==> src/rtl/rv_pkg.sv <==
package rv_pkg;
  localparam int HDR_W   = 32;
  localparam int ID_W    = 12;
  localparam int TYPE_W  = 4;
  localparam int WORDS_W = 8;
  localparam int RES_W   = 4;
  localparam int BODY_W  = WORDS_W + 1;
  localparam int NCLASS  = 6;

  typedef enum logic [2:0] {
    CHK_OK    = 3'd0,
    CHK_NOREQ = 3'd1,
    CHK_TYPE  = 3'd2,
    CHK_ID    = 3'd3,
    CHK_DIR   = 3'd4,
    CHK_SIZE  = 3'd5,
    CHK_RES   = 3'd6
  } chk_code_e;

  typedef struct packed {
    logic [RES_W-1:0]   res;
    logic [2:0]         rsv;
    logic               dir;
    logic [WORDS_W-1:0] words;
    logic [TYPE_W-1:0]  ttype;
    logic [ID_W-1:0]    id;
  } hdr_t;

  // only the fields a response is matched against are queued
  typedef struct packed {
    logic [TYPE_W-1:0] ttype;
    logic [ID_W-1:0]   id;
  } req_t;
endpackage

==> src/rtl/rv_hdr_cmp.sv <==
module rv_hdr_cmp
  import rv_pkg::*;
(
  input  req_t              req_i,
  input  logic [HDR_W-1:0]  rsp_i,
  input  logic              avail_i,
  output chk_code_e         code_o,
  output logic              res_bad_o,
  output logic              unk_o,
  output logic [BODY_W-1:0] exp_o
);
  hdr_t rsp;
  logic unused_rsv;

  assign rsp        = hdr_t'(rsp_i);
  assign unused_rsv = ^rsp.rsv;

  // priority among header-only checks; size and result resolve at close
  always_comb begin
    if (!avail_i)                    code_o = CHK_NOREQ;
    else if (rsp.ttype != req_i.ttype) code_o = CHK_TYPE;
    else if (rsp.id != req_i.id)     code_o = CHK_ID;
    else if (!rsp.dir)               code_o = CHK_DIR;
    else                             code_o = CHK_OK;
  end

  assign res_bad_o = (rsp.res != '0);

  always_comb begin
    unk_o = 1'b0;
    exp_o = '0;
    case (rsp.ttype)
      4'd0, 4'd2: exp_o = {1'b0, rsp.words};
      4'd1, 4'd3: exp_o = '0;
      4'd4, 4'd5: exp_o = BODY_W'(1);
      default:    unk_o = 1'b1;
    endcase
  end
endmodule

==> src/rtl/rv_txn_eval.sv <==
module rv_txn_eval
  import rv_pkg::*;
(
  input  logic             clk_i,
  input  logic             rst_ni,
  input  logic             valid_i,
  input  logic [HDR_W-1:0] word_i,
  input  logic             eot_i,
  input  logic             pkt_end_i,
  input  req_t             head_i,
  input  logic             avail_i,
  output logic             pop_o,
  output logic             close_o,
  output chk_code_e        code_o
);
  logic              open_q, res_q, unk_q;
  chk_code_e         hcode_q;
  logic [BODY_W-1:0] exp_q, cnt_q;

  chk_code_e         hcode_c, hcode;
  logic              res_c, unk_c, res, unk, is_hdr, size_bad;
  logic [BODY_W-1:0] exp_c, exp_v, cnt_nxt;

  rv_hdr_cmp u_cmp (
    .req_i    (head_i),
    .rsp_i    (word_i),
    .avail_i  (avail_i),
    .code_o   (hcode_c),
    .res_bad_o(res_c),
    .unk_o    (unk_c),
    .exp_o    (exp_c)
  );

  assign is_hdr  = !open_q;
  assign cnt_nxt = is_hdr ? '0 : ((cnt_q == '1) ? cnt_q : cnt_q + 1'b1);
  assign hcode   = is_hdr ? hcode_c : hcode_q;
  assign res     = is_hdr ? res_c : res_q;
  assign unk     = is_hdr ? unk_c : unk_q;
  assign exp_v   = is_hdr ? exp_c : exp_q;

  assign close_o  = valid_i && (eot_i || pkt_end_i);
  assign pop_o    = valid_i && is_hdr && avail_i;
  assign size_bad = unk || (cnt_nxt != exp_v);

  always_comb begin
    if (hcode != CHK_OK) code_o = hcode;
    else if (size_bad)   code_o = CHK_SIZE;
    else if (res)        code_o = CHK_RES;
    else                 code_o = CHK_OK;
  end

  always_ff @(posedge clk_i or negedge rst_ni) begin
    if (!rst_ni) begin
      open_q  <= 1'b0;
      hcode_q <= CHK_OK;
      res_q   <= 1'b0;
      unk_q   <= 1'b0;
      exp_q   <= '0;
      cnt_q   <= '0;
    end else if (valid_i) begin
      open_q <= !close_o;
      cnt_q  <= cnt_nxt;
      if (is_hdr) begin
        hcode_q <= hcode_c;
        res_q   <= res_c;
        unk_q   <= unk_c;
        exp_q   <= exp_c;
      end
    end
  end

  p_noreq_no_pop_r8: assert property (@(posedge clk_i) disable iff (!rst_ni)
    (valid_i && !avail_i) |-> !pop_o);
endmodule

==> config.mk <==
export PLATFORM = sky130hd
export DESIGN_NAME = rv_txn_eval
export DESIGN_NICKNAME = d
export VERILOG_FILES = /design/src/rtl/rv_pkg.sv /design/src/rtl/rv_hdr_cmp.sv /design/src/rtl/rv_txn_eval.sv
export SDC_FILE = /design/constraint.sdc
export NUM_CORES = 1
export LEC_CHECK = 0
export BUFFER_PORTS_ARGS = -buffer_cell sky130_fd_sc_hd__buf_4
export CAP_MARGIN = 10
export CORE_ASPECT_RATIO = 0.9
export CORE_UTILIZATION = 52
export CTS_CLUSTER_DIAMETER = 30
export DETAILED_ROUTE_END_ITERATION = 8
export HOLD_SLACK_MARGIN = 0.15
export PLACE_DENSITY = 0.82
export SETUP_SLACK_MARGIN = 0.1
export SYNTH_ARGS = -nofsm -noshare
export SYNTH_HDL_FRONTEND = slang
export SYNTH_HIERARCHICAL = 1
export SYNTH_SLANG_ARGS = --single-unit
==> constraint.sdc <==
create_clock -name clk_i -period 3.7 [get_ports clk_i]
set_clock_uncertainty 0.15 [all_clocks]
set_input_delay 0.74 -clock clk_i [delete_from_list [all_inputs] [get_ports clk_i]]
set_output_delay 0.74 -clock clk_i [all_outputs]
set_load 0.05 [all_outputs]
==> impl_metrics.toml <==
[worst_setup_path]
endpoint_kind = "output pin"
cpMaxStageDelayCell = "or4_4"
slowest_delay_ns = 0.53
cp.required_ns = 2.81
regToRegSetupSlack_ns = 1.74
startpoint_type = "input pin"
critPathKind = "in2out"
r2r_cells = 4
worst-path-max-fanout = 5
arrival_ns = 3.04
path_cells = "buf_8 -> and2b_2 -> a21oi_2 -> nor2_2 -> nor4_2 -> o221ai_1 -> a221oi_2 -> nand4_2 -> or4_4 -> o31ai_4 -> buf_6"

[floorplan]
rows = 20
core_area_sq_um = 3500
die_area_sq_um = 4070
die_y_microns = 60.6
initial_core_util = 0.567
io_pins = 59
die_w_microns = 67.2

[final_layout]
n_antenna_cell = 0
stdcell_area_sq_um = 2760
drive_above_1_share = 0.433
syn_to_final_growth_pct = 39.1
final.fill_count = 259
nets = 349

[place]
detailedPlacementHpwl_microns = 4100
post-place-ws_ns = -0.142
finalWeightedCongestion = 0.928
place_area_sq_um = 2570
io_buffers = 55

[power_and_ir_drop]
p_per_area_nw_per_um2 = 282
power_leakage_uw = 0.00120
power_uw = 780
ir_drop_mv = 0.312

[logic_synthesis]
synth_warnings = 6
synth_edf_count = 0
synth_seq_cells = 24
yosys.area.top_type = "dfrtp_1"
synthCells = 222
synth.avg_cell_area_sq_um = 8.95
async_flop_share = 1.00
synth_ff_type = "dfrtp_1"
netlist_area_sq_um = 1990
synthTopCellsByArea = "dfrtp_1, mux2_2, xor2_1"
syn-num-nets = 277
synth.top_cell.area_share = 0.302
yosysSeqAreaShare = 0.302
synth_cell_types = 58

[timing]
grt_setup_unrepaired = "true"
worst_slew_pin_slew_ns = 0.649
hold_violations = 0
slew-limit-headroom = 0.567
final.min_clock_period_ns = 3.93
final.setup.worst_slack_ns = -0.233
period_share = 1.06
max_freq_ghz = 0.254
setup_viol = 3
finalMaxSlewViolations = 0

[grt]
first_global_vias = 2009
grt_pass1_wl_microns = 9120
grt_max_degree = 25
grt_antenna_before_repair = 0
grt.total_usage = 0.298
grt-ovfl-total = 0

[clock_tree]
cts_inserted_buffers = 3
clk_pin_slew_ns = 0.09
cts_sinks = 24
htree_num_levels = 1
clockRootBuffer = "clkbuf_8"
clk_latency_ns = 0.27
cts_tree = "done"
holdBufCountCts = 0
cts.path.max_buffers = 2

[routing]
drc = 0
drtPass1Iterations = 4
drt-vias-per-instance = 6.03
dr.first_iter.drc_count = 142
ant_nets = 0
wl_per_cell_microns = 16.6
dr_total_vias = 2031
routed_wl_microns = 5580

[status]
run_status = "complete, but fails checks"
violations = "setup timing"

[run]
maxCapViolCount = 0

[hold_path]
holdCritPathClass = "in2async"
flip-flops by register name, indices dropped and copies added (netlist names):
register / flops
hcode_q: 3
unk_q: 1
res_q: 1
cnt_q: 9
open_q: 1
exp_q: 9
worst max-delay path, delay by kind of cell:
| family | cells | cell delay [ns] |
|---|---|---|
| buffers and inverters | 2 | 0.29 |
| AO/OA/AOI/OAI | 4 | 0.83 |
| AND/OR/NAND/NOR | 5 | 1.19 |
metrics by stage:
step | setup TNS [ns] | util | hold slack [ns] | std cells
final | -0.331 | 0.789 | 0.193 | 337
after global placement | -0.212 | 0.733 | 0.352 | 332
after global routing | -0.520 | 0.789 | 0.223 | 337
after detailed placement | -0.252 | 0.733 | 0.357 | 332
after CTS | -0.0989 | 0.778 | 0.212 | 337
after floorplan | 0 | - | 0.294 | 222
report_power, final:
part / internal, uW / switching [uW]
Combinational: 124 / 124
Sequential: 277 / 16.1
Clock: 145 / 93.8
cell usage after synthesis, drive strengths merged, types with 2 or more instances:
library cell,n
dfrtp,24
nand2,18
xor2,17
a21oi,14
mux2,14
o21ai,14
inv,11
and2,9
nor4,9
nor2,8
buf,7
clkbuf,6
nand4,6
nand2b,5
and3,4
mux2i,4
nand3,4
nor3,4
xnor2,4
nor2b,3
o41ai,3
or4,3
a2111oi,2
a211oi,2
a221oi,2
a311oi,2
o21a,2
o221ai,2
o31ai,2
path summary, 6_finish.rpt:
kind,start,end
min in group clk_i,unk_q,unk_q
max in group asynchronous,rst_ni,cnt_q[8]
min,rst_ni,hcode_q[0]
min reg2reg,unk_q,unk_q
max,word_i[14],code_o[1]
max reg2reg,open_q,exp_q[1]
final cells by class:
class	count	area (sq um)	area share
clock inverter	1	30.0	0.0109
sequential	24	601	0.217
tap	44	55.1	0.0199
multi-input combinational	174	1370	0.494
timing repair buffer	80	631	0.228
inverter	11	41.3	0.0149
clock buffer	3	41.3	0.0149
kinds of logic after synthesis:
| logic type | count (synthesis) | share of synthesized area |
|---|---|---|
| AO/OA/AOI/OAI | 56 | 0.197 |
| XOR/XNOR | 21 | 0.0926 |
| adder cells (fa/ha/maj) | 1 | 0.00630 |
| buffers and inverters | 24 | 0.0605 |
| flip-flops | 24 | 0.302 |
| multiplexers | 18 | 0.0995 |
| other | 1 | 0.00189 |
| AND/OR/NAND/NOR | 77 | 0.240 |
cell usage in the layout, fill, tap and decap left out, types with 5 or more instances in the layout:
master | netlist | routed
nand2_1 | 18 | 17
nand2b_1 | 5 | 5
nor4_2 | 4 | 6
a21oi_1 | 14 | 13
dfrtp_1 | 24 | 24
inv_1 | 11 | 11
and2_1 | 9 | 9
mux2_2 | 14 | 14
nor2_1 | 8 | 7
buf_4 | 2 | 74
xor2_1 | 17 | 17
o21ai_0 | 12 | 12
layer usage:
layer  track usage  vias to the layer above  routed length [microns]  share of wire
li1              -                      965                        -              -
met1         0.362                      980                     2330           0.42
met2         0.533                       73                     2840           0.51
met3        0.0620                       13                      324          0.058
met4        0.0851                        0                       88          0.016
met5             0                        -                        0              0
repair_timing:
action,CTS,global route
buffers inserted,2,0
pin swaps,1,7
endpoints found under the setup margin,3,3
gates resized for setup,18,7
Note: power is estimated with default switching activity, not from simulation.
